==> src/rtl/codec_regs_pkg.sv <==
package codec_regs_pkg;
  localparam int DW          = 8;
  localparam int IDX_W       = 5;
  localparam int NUM_REGS    = 1 << IDX_W;
  localparam int FMT_IDX     = 8;
  localparam int CAP_FMT_IDX = 28;
  localparam int CAL_IDX     = 11;
  localparam int CFG_IDX     = 12;
  localparam int RO_BIT_IDX  = 1;
  localparam int MODE_BIT    = 6;
  localparam int CAL_BIT     = 5;
  localparam int MCE_BIT     = 6;

  typedef enum logic [1:0] {
    PORT_INDEX  = 2'd0,
    PORT_DATA   = 2'd1,
    PORT_STATUS = 2'd2,
    PORT_POLL   = 2'd3
  } port_e;

  function automatic logic [DW-1:0] reset_value(input int i);
    case (i)
      0, 1:       return 8'hA8;
      2, 3, 4, 5: return 8'h08;
      6, 7:       return 8'h80;
      9:          return 8'h08;
      10:         return 8'h02;
      12:         return 8'h8A;
      13:         return 8'h01;
      16:         return 8'h80;
      18, 19:     return 8'h10;
      default:    return 8'h00;
    endcase
  endfunction

  function automatic logic [DW-1:0] write_mask(input int i);
    case (i)
      RO_BIT_IDX: return 8'hEF;
      CAL_IDX:    return 8'hDF;
      CFG_IDX:    return 8'h70;
      default:    return 8'hFF;
    endcase
  endfunction
endpackage

==> src/rtl/codec_busy_timer.sv <==
module codec_busy_timer #(
  parameter int CYCLES     = 16,
  parameter bit START_BUSY = 1'b0
) (
  input  logic clk,
  input  logic rst_ni,
  input  logic load_i,
  output logic busy_o
);
  localparam int CW = $clog2(CYCLES + 1);

  logic [CW-1:0] cnt_q, cnt_d;
  logic          cnt_en;

  always_comb begin
    cnt_en = load_i || (cnt_q != '0);
    cnt_d  = cnt_q;
    if (load_i)
      cnt_d = CW'(CYCLES);
    else if (cnt_q != '0)
      cnt_d = cnt_q - 1'b1;
  end

  always_ff @(posedge clk or negedge rst_ni) begin
    if (!rst_ni)
      cnt_q <= START_BUSY ? CW'(CYCLES) : '0;
    else if (cnt_en)
      cnt_q <= cnt_d;
  end

  assign busy_o = (cnt_q != '0);
endmodule

==> src/rtl/codec_index_port.sv <==
module codec_index_port
  import codec_regs_pkg::*;
(
  input  logic             clk,
  input  logic             rst_ni,
  input  logic             wr_i,
  input  logic [IDX_W-1:0] idx_wdata_i,
  input  logic             mce_wdata_i,
  output logic [IDX_W-1:0] idx_o,
  output logic             mce_o,
  output logic             cal_start_o
);
  logic [IDX_W-1:0] idx_q, idx_d;
  logic             mce_q, mce_d;

  always_comb begin
    idx_d = wr_i ? idx_wdata_i : idx_q;
    mce_d = wr_i ? mce_wdata_i : mce_q;
  end

  always_ff @(posedge clk or negedge rst_ni) begin
    if (!rst_ni) begin
      idx_q <= '0;
      mce_q <= 1'b0;
    end else if (wr_i) begin
      idx_q <= idx_d;
      mce_q <= mce_d;
    end
  end

  assign cal_start_o = wr_i && mce_q && !mce_wdata_i;
  assign idx_o       = idx_q;
  assign mce_o       = mce_q;
endmodule

==> src/rtl/codec_reg_bank.sv <==
module codec_reg_bank
  import codec_regs_pkg::*;
#(
  parameter logic [3:0] REV_CODE = 4'hA
) (
  input  logic             clk,
  input  logic             rst_ni,
  input  logic             wr_i,
  input  logic [IDX_W-1:0] addr_i,
  input  logic [DW-1:0]    wdata_i,
  input  logic             cal_busy_i,
  output logic [DW-1:0]    rdata_o,
  output logic             enh_o
);
  logic [DW-1:0] regs_w [NUM_REGS];

  for (genvar g = 0; g < NUM_REGS; g++) begin : g_reg
    localparam logic [DW-1:0] RV = reset_value(g);
    localparam logic [DW-1:0] WM = write_mask(g);
    logic [DW-1:0] q, d;
    logic          en;

    always_comb begin
      en = wr_i && (addr_i == IDX_W'(g));
      d  = (q & ~WM) | (wdata_i & WM);
    end

    always_ff @(posedge clk or negedge rst_ni) begin
      if (!rst_ni)
        q <= RV;
      else if (en)
        q <= d;
    end

    assign regs_w[g] = q;
  end

  logic [DW-1:0] raw;

  always_comb begin
    raw = regs_w[addr_i];
    if (addr_i == IDX_W'(CFG_IDX))
      rdata_o = {1'b1, raw[6:4], REV_CODE};
    else if (addr_i == IDX_W'(CAL_IDX))
      rdata_o = {raw[7:6], cal_busy_i, raw[4:0]};
    else
      rdata_o = raw;
  end

  assign enh_o = regs_w[CFG_IDX][MODE_BIT];
endmodule

==> src/rtl/codec_ctrl_regs.sv <==
module codec_ctrl_regs
  import codec_regs_pkg::*;
#(
  parameter int         INIT_CYCLES = 20,
  parameter int         RSY_CYCLES  = 12,
  parameter int         CAL_CYCLES  = 40,
  parameter logic [3:0] REV_CODE    = 4'hA
) (
  input  logic       clk,
  input  logic       rst_n,
  input  logic [1:0] bus_addr,
  input  logic       bus_wr,
  input  logic [7:0] bus_wdata,
  output logic [7:0] bus_rdata
);
  logic [1:0] rst_pipe_q;
  logic       rst_sync_n;

  always_ff @(posedge clk or negedge rst_n) begin
    if (!rst_n)
      rst_pipe_q <= 2'b00;
    else
      rst_pipe_q <= {rst_pipe_q[0], 1'b1};
  end
  assign rst_sync_n = rst_pipe_q[1];

  logic             idx_wr, data_wr;
  logic [IDX_W-1:0] idx, eff_idx;
  logic             mce, enh, cal_start, rsy_start;
  logic             init_busy, rsy_busy, cal_busy, busy;
  logic [DW-1:0]    bank_rdata;

  assign idx_wr  = bus_wr && (bus_addr == PORT_INDEX);
  assign data_wr = bus_wr && (bus_addr == PORT_DATA);

  codec_index_port u_index (
    .clk         (clk),
    .rst_ni      (rst_sync_n),
    .wr_i        (idx_wr),
    .idx_wdata_i (bus_wdata[IDX_W-1:0]),
    .mce_wdata_i (bus_wdata[MCE_BIT]),
    .idx_o       (idx),
    .mce_o       (mce),
    .cal_start_o (cal_start)
  );

  assign eff_idx   = enh ? idx : {1'b0, idx[IDX_W-2:0]};
  assign rsy_start = data_wr && ((eff_idx == IDX_W'(FMT_IDX)) ||
                                 (enh && eff_idx == IDX_W'(CAP_FMT_IDX)));

  codec_busy_timer #(.CYCLES(INIT_CYCLES), .START_BUSY(1'b1)) u_init_tmr (
    .clk(clk), .rst_ni(rst_sync_n), .load_i(1'b0), .busy_o(init_busy));

  codec_busy_timer #(.CYCLES(RSY_CYCLES), .START_BUSY(1'b0)) u_rsy_tmr (
    .clk(clk), .rst_ni(rst_sync_n), .load_i(rsy_start), .busy_o(rsy_busy));

  codec_busy_timer #(.CYCLES(CAL_CYCLES), .START_BUSY(1'b0)) u_cal_tmr (
    .clk(clk), .rst_ni(rst_sync_n), .load_i(cal_start), .busy_o(cal_busy));

  codec_reg_bank #(.REV_CODE(REV_CODE)) u_bank (
    .clk        (clk),
    .rst_ni     (rst_sync_n),
    .wr_i       (data_wr),
    .addr_i     (eff_idx),
    .wdata_i    (bus_wdata),
    .cal_busy_i (cal_busy),
    .rdata_o    (bank_rdata),
    .enh_o      (enh)
  );

  assign busy = init_busy || rsy_busy;

  always_comb begin
    case (bus_addr)
      PORT_INDEX: bus_rdata = busy ? 8'h80 : {1'b0, mce, 1'b0, idx};
      PORT_DATA:  bus_rdata = bank_rdata;
      default:    bus_rdata = 8'h00;
    endcase
  end
endmodule

==> config.mk <==
export PLATFORM = sky130hd
export DESIGN_NAME = codec_ctrl_regs
export DESIGN_NICKNAME = d
export VERILOG_FILES = /design/src/rtl/codec_regs_pkg.sv /design/src/rtl/codec_busy_timer.sv /design/src/rtl/codec_index_port.sv /design/src/rtl/codec_reg_bank.sv /design/src/rtl/codec_ctrl_regs.sv
export SDC_FILE = /design/constraint.sdc
export NUM_CORES = 1
export LEC_CHECK = 0
export BUFFER_PORTS_ARGS = -buffer_cell sky130_fd_sc_hd__buf_2
export CAP_MARGIN = 20
export CORE_MARGIN = 2
export CORE_UTILIZATION = 60
export CTS_CLUSTER_SIZE = 8
export DETAILED_ROUTE_END_ITERATION = 10
export HOLD_SLACK_MARGIN = 0.1
export PLACE_DENSITY = 0.86
export SLEW_MARGIN = 20
export SYNTH_ARGS = -nofsm -noshare
export SYNTH_HDL_FRONTEND = slang
export SYNTH_HIERARCHICAL = 1
export SYNTH_SLANG_ARGS = --single-unit
==> constraint.sdc <==
create_clock -name clk -period 11.14 [get_ports clk]
set_input_delay 0.557 -clock clk [delete_from_list [all_inputs] [get_ports clk]]
set_output_delay 0.557 -clock clk [all_outputs]
set_load 0.1 [all_outputs]
# Word level (Yosys, flattened, before mapping)
# Index checks and enable logic that the tools add are counted.
[word_totals]
reg_bits = 279
input_bits = 13
output_inout_bits = 8
elab_cells = 142
[classes]
n_addsub = 3
n_lt_le_gt_ge = 1
eq_ne = 32
mux = 12
bitwise = 4
n_reduce_logical = 52
[ops]
columns = ["operator", "n"]
rows = [
  ["$eq 5x5->1 const B", 16],
  ["$bmux 8 s5", 1],
  ["$eq 5x4->1 const B", 8],
  ["$logic_and 1x1->1", 38],
  ["$mux 8", 4],
  ["$eq 5x3->1 const B", 4],
  ["$mux 6", 3],
  ["$pmux 8 s2", 1],
  ["$eq 5x2->1 const B", 2],
  ["$mux 4", 2],
  ["$or 5x8->8", 1],
  ["$or 6x8->8", 1],
  ["$or 8x7->8", 1],
  ["$ge 6x6->1 const B", 1],
  ["$not 5->6", 1],
  ["$reduce_bool 6->1", 1],
  ["$sub 6x1->6 const B", 1],
  ["$eq 5x1->1 const B", 1],
  ["$logic_not 5->1", 1],
  ["$mux 5", 1],
  ["$reduce_bool 5->1", 1],
  ["$sub 5x1->5 const B", 1],
  ["$logic_or 1x1->1", 4],
  ["$reduce_and 2->1", 2],
  ["other kinds (6)", 7],
]

# Logic depth before layout (Yosys ltp)
[logic_depth]
word_depth = 8
mapped_depth = 11
ltp_nobuf = 9

# Hierarchy
# Netlist, hierarchy kept.
[modules_own_cells]
columns = ["module", "instances", "cells_each", "area_per_inst_um2", "seq_area_each_um2"]
rows = [
  ["codec_reg_bank", 1, 749, 11561.1, 6253.5],
  ["codec_busy_timer (u_cal_tmr)", 1, 32, 332.8, 150.1],
  ["codec_busy_timer (u_init_tmr)", 1, 25, 261.5, 127.6],
  ["codec_index_port", 1, 14, 261.5, 150.1],
  ["codec_busy_timer (u_rsy_tmr)", 1, 22, 242.7, 100.1],
  ["codec_ctrl_regs", 1, 24, 230.2, 50.0],
]

# Worst setup path before layout
# No wires, ideal clock.
[synth_timing]
kind = "reg-to-output"
startpoint = "register u_index.idx_q[1] (netlist: u_index/idx_o[1])"
endpoint = "output port bus_rdata[7]"
arrival_ns = 3.801
t_required_ns = 10.583
slack_ns = 6.782
path_stages_with_launch = 10
n_path_buf = 3
path_cell_list = "dfrtp_1 > buf_2 > buf_2 > buf_1 > mux4_2 > mux2_2 > o22ai_1 > a31oi_1 > nor2b_1 > nor3_1"
[synth_between]
elab_chain_cells = 7
word_cells_on_any_way = 8
cone_classes = "eq/ne (1); mux (6); bitwise (1)"
[synth_lines]
columns = ["item", "line_no", "rtl"]
rows = [
  ["start, declared", "codec_index_port.sv:13", "logic [IDX_W-1:0] idx_q, idx_d;"],
  ["start signal, assigned", "codec_index_port.sv:26", "idx_q <= idx_d;"],
  ["$mux 5 (*)", "codec_ctrl_regs.sv:47", "assign eff_idx = enh ? idx : {1'b0, idx[IDX_W-2:0]};"],
  ["$not 5->6 (implied by the code)", "codec_reg_bank.sv:41", "raw = regs_w[addr_i];"],
  ["$bmux 8 s5", "codec_reg_bank.sv:41", ""],
  ["$mux 8 (implied by the code) (2 in a row)", "codec_reg_bank.sv:41", ""],
  ["$mux 8 (*)", "codec_reg_bank.sv:42", "if (addr_i == IDX_W'(CFG_IDX))"],
  ["named net bank_rdata[7]", "codec_ctrl_regs.sv:31", "logic [DW-1:0] bank_rdata;"],
  ["$pmux 8 s2 (*)", "codec_ctrl_regs.sv:74", "case (bus_addr)"],
  ["end, declared", "codec_ctrl_regs.sv:14", "output logic [7:0] bus_rdata"],
]
# Mark *: on every way through the listed nets, which the timed path passes. The rest lies on a longest branch. The select of a mux whose other input is x is not followed.

# Worst setup path after layout
[layout_timing]
startpoint = "register u_index.idx_q[1] (netlist: u_index/idx_o[1])"
endpoint = "output port bus_rdata[4]"
[layout_between]
elab_chain_cells = 8
word_cells_on_any_way = 9
cone_classes = "eq/ne (1); mux (7); bitwise (1)"
[layout_lines]
columns = ["item", "line_no", "rtl"]
rows = [
  ["$mux 5 (*)", "codec_ctrl_regs.sv:47", ""],
  ["$not 5->6 (implied by the code)", "codec_reg_bank.sv:41", ""],
  ["$bmux 8 s5", "codec_reg_bank.sv:41", ""],
  ["$mux 8 (implied by the code) (2 in a row)", "codec_reg_bank.sv:41", ""],
  ["$mux 6", "codec_reg_bank.sv:44", "else if (addr_i == IDX_W'(CAL_IDX))"],
  ["$mux 8 (*)", "codec_reg_bank.sv:42", ""],
  ["named net bank_rdata[4]", "codec_ctrl_regs.sv:31", ""],
  ["$pmux 8 s2 (*)", "codec_ctrl_regs.sv:74", ""],
]
# Marked as above.

==> summary.txt <==
Status
  – Outcome: finished clean

Cells and area
  – Antenna cells: 0
  – Layout area overhead: 10.53%
  – Final cell count without fillers: 1179
  – Final Cell Area: 0.01425 sq mm
  – Fillers: between 1000 and 1500
  – Multi-input combinational cell area: around 0.0057 sq mm
  – Register area: around 0.0068 sq mm
  – Nets@finish: around 900
  – Layout cells sized above 1: 49.56%

Worst setup path
  – Setup crit end kind: output pin
  – Critical R2R Launch: u_index/idx_o[1]
  – CP required: 10.58 ns
  – CP Launch Type: flip-flop
  – RR Endpoint: u_bank/g_reg[30].q[1]
  – CP max FO: 70
  – R2R Setup Slk: 7.47 ns
  – Worst setup endpoint: bus_rdata[4]
  – FF-to-FF path depth: 5
  – Worst Setup SP: u_index/idx_o[1]
  – CP Class: flip-flop to output pin
  – Worst EP arrival: between 3 and 4 ns

Global route
  – GR Util All Layers: 26.95%
  – Vias in the first global route: ~8000
  – Largest net degree at the start of global routing: 182
  – GRT Residual Overflow: 0
  – First-pass GRT wire length: 46130 um
  – Initial antenna violation count: 0

Timing
  – Setup TNS: 0 ns
  – Max_slew headroom: between 20% and 30%
  – Hold Slack: 0.3465 ns
  – Minimum clock period: 4.542 ns
  – Highest clock rate: 220.2 MHz
  – Clock Skew: 0.01254 ns
  – Worst setup margin: 6.598 ns
  – Hold Vio Cnt, Final: 0
  – # setup viols final: 0
  – Period utilization: 40.77%
  – Worst-margin pin slew: roughly 1.1 ns
  – Max Slew Vio Count: 0
  – RSZ-0062 raised after global routing: no

Power
  – Pwr/cell area: 207.0 mW/mm^2
  – Flop pwr share: 43.5%
  – Static Leakage: 6.654 nW
  – Peak VDD IR: 0.0001051 V
  – Sw frac: 27.47%
  – Clk network pwr share: 36.4%
  – Comb power frac: 20.1%
  – Sw power: ~0.81 mW
  – Internal power: about 2.1 mW

Clock tree
  – Max clock buf depth: 3
  – CTS tree: yes
  – Clock root buffer: clkbuf_16
  – # H-tree levels: 2
  – Clk_lat worst skew: 0.51 ns
  – Total CTS buffers: 39
  – Clock transition at path regs: 0.05 ns
  – Clock Sinks: 272

Floorplan
  – Std-Cell Rows: 53
  – I/O pins: 21
  – DIE WIDTH: 150.6 um
  – Initial core utilization: 61.32%
  – Core Region: ~0.021 sq mm
  – Die area: 0.02267 sq mm
  – Die height: 150.6 um

Drt
  – Post-Route WL: between 20000 and 30000 um
  – Wirelength per Cell: 24.57 um
  – Routed vias/inst: ~6.5
  – Via count: 7651
  – Initial DRC Count: 646
  – Remaining routing DRC violations: 0
  – Antenna Nets Post-Route: 0
  – Drt first pass iters: 5

Synth
  – EDFF count, synth: 0
  – Synth area leaders: dfrtp_1 49%, mux2_2 23%, mux4_2 10%
  – Mean Syn Cell Area: between 10 and 15 sq um
  – Synthesized area: 0.01289 sq mm
  – Ys async rst share: 100.0%
  – Synth Instances: approximately 870
  – Synth cell types: 63
  – Ys flop type: dfrtp_1
  – Most common cell in the netlist: mux2_2
  – Synth top cells by count: 259 x mux2_2, 252 x dfrtp_1, 59 x mux4_2
  – Yosys warns: 6
  – Sequential area share after synthesis: between 50 and 60%
  – Post-synth top area cell: dfrtp_1
  – Top cell type's share of synthesized area: ~50%
  – Yosys reg bits: roughly 270

Place
  – Dpl cells: ~1100
  – Pre-CTS WS: approximately 7.2 ns
  – Gp weighted congestion: 0.8572
  – Port Buffers: 20
  – DP Area: ~0.013 sq mm
  – Placed wire-length estimate: 17260 um

Worst hold path
  – Worst min path class: flip-flop to flip-flop

Job
  – Max_cap viols: 0
[power groups by stage]
stage          sequential [mW]  combinational [mW]  clock [mW]
4_1_cts                   1.28               0.590        1.09
3_5_place_dp              1.29               0.583           0
6_report                  1.28               0.592        1.07
5_1_grt                   1.30               0.634        1.14
3_3_place_gp              1.28               0.559           0
2_1_floorplan             1.26               0.475           0
[placed cells by master (no fill, tap or decap), types with 4 or more instances in the layout]
cell type,instances
mux2_2,259
dfrtp_1,248
mux4_2,59
clkbuf_16,41
clkbuf_1,26
buf_2,20
dfstp_2,20
nand2_1,18
inv_1,15
nor2_1,14
mux2i_1,13
nor2_2,12
a21oi_1,9
nor2b_1,8
nand2b_1,8
and3_1,7
mux2_4,7
a32o_1,6
nor3_1,6
buf_4,6
conb_1,6
o22ai_1,6
nor3b_1,5
nand3_1,5
ha_1,5
a21o_1,4
a31oi_1,4
or2_2,4
o21ai_0,4
[layout make-up]
| type | instances | area share [%] |
|---|---|---|
| repair buffers | 28 | 1.229 |
| inverters | 15 | 0.3952 |
| multi-input cells | 522 | 40.04 |
| clock buffers | 67 | 7.886 |
| well taps | 275 | 2.415 |
| flip-flops and latches | 272 | 48.04 |
[timing repair]
item | 4_1_cts | 5_1_grt
endpoints found under the hold margin | 2 | 0
setup endpoints to repair | 0 | 0
gates resized for setup | 0 | 0
hold buffers | 1 | 0
buffers inserted | 0 | 0
[layer usage]
layer	wire length, um	track usage (%)	up-vias
met5	0	0	-
met4	966	9.626	0
met3	1903	5.364	87
met2	14310	44.11	289
met1	11780	36.31	4044
li1	-	-	3231
[flip-flops by register name, summed over array words and instances, names as in the netlist]
register and flops:
rst_pipe_q 2, u_bank/g.q 249, u_cal_tmr/cnt_q 6, u_index/idx_o 5, u_index/mce_o 1, u_init_tmr/cnt_q 5, u_rsy_tmr/cnt_q 4
[stage by stage]
step / power (mW) / utilization, %
2_1_floorplan: 1.731 / -
3_3_place_gp: 1.838 / 62.38
3_5_place_dp: 1.872 / 62.38
4_1_cts: 2.958 / 67.78
5_1_grt: 3.070 / 67.78
6_report: 2.949 / 67.78
[cell families after synthesis]
group                      share of synthesized area, %
muxes                                             34.93
AOI/OAI and AO/OA                                 3.223
adders and majority gates                        0.4853
and+or+nand+nor                                   5.300
DFF                                               53.00
other                                           0.05826
buffers and inverters                             2.863
xor gates and xnor gates                         0.1359
[how the worst min path moves through the flow]
stage | slack, ns | end | depth (start not counted) | start
2_1_floorplan | 0.26 | rst_pipe_q[0] | 0 | rst_n
3_3_place_gp | 0.33 | rst_pipe_q[1] | 0 | rst_pipe_q[0]
3_5_place_dp | 0.34 | rst_pipe_q[1] | 0 | rst_pipe_q[0]
4_1_cts | 0.35 | rst_pipe_q[1] | 2 | rst_n
5_1_grt | 0.35 | rst_pipe_q[1] | 0 | rst_pipe_q[0]
6_report | 0.35 | rst_pipe_q[1] | 0 | rst_pipe_q[0]
[critical path, stage by stage, from the launching register on]
cell     delay, ns
dfrtp_4       0.52
buf_4         0.82
nor2b_1       0.60
a22oi_1       0.16
mux4_2        0.53
a31oi_1       0.19
a32o_1        0.20
buf_2         0.45
Note: power is estimated with default switching activity, not from simulation.
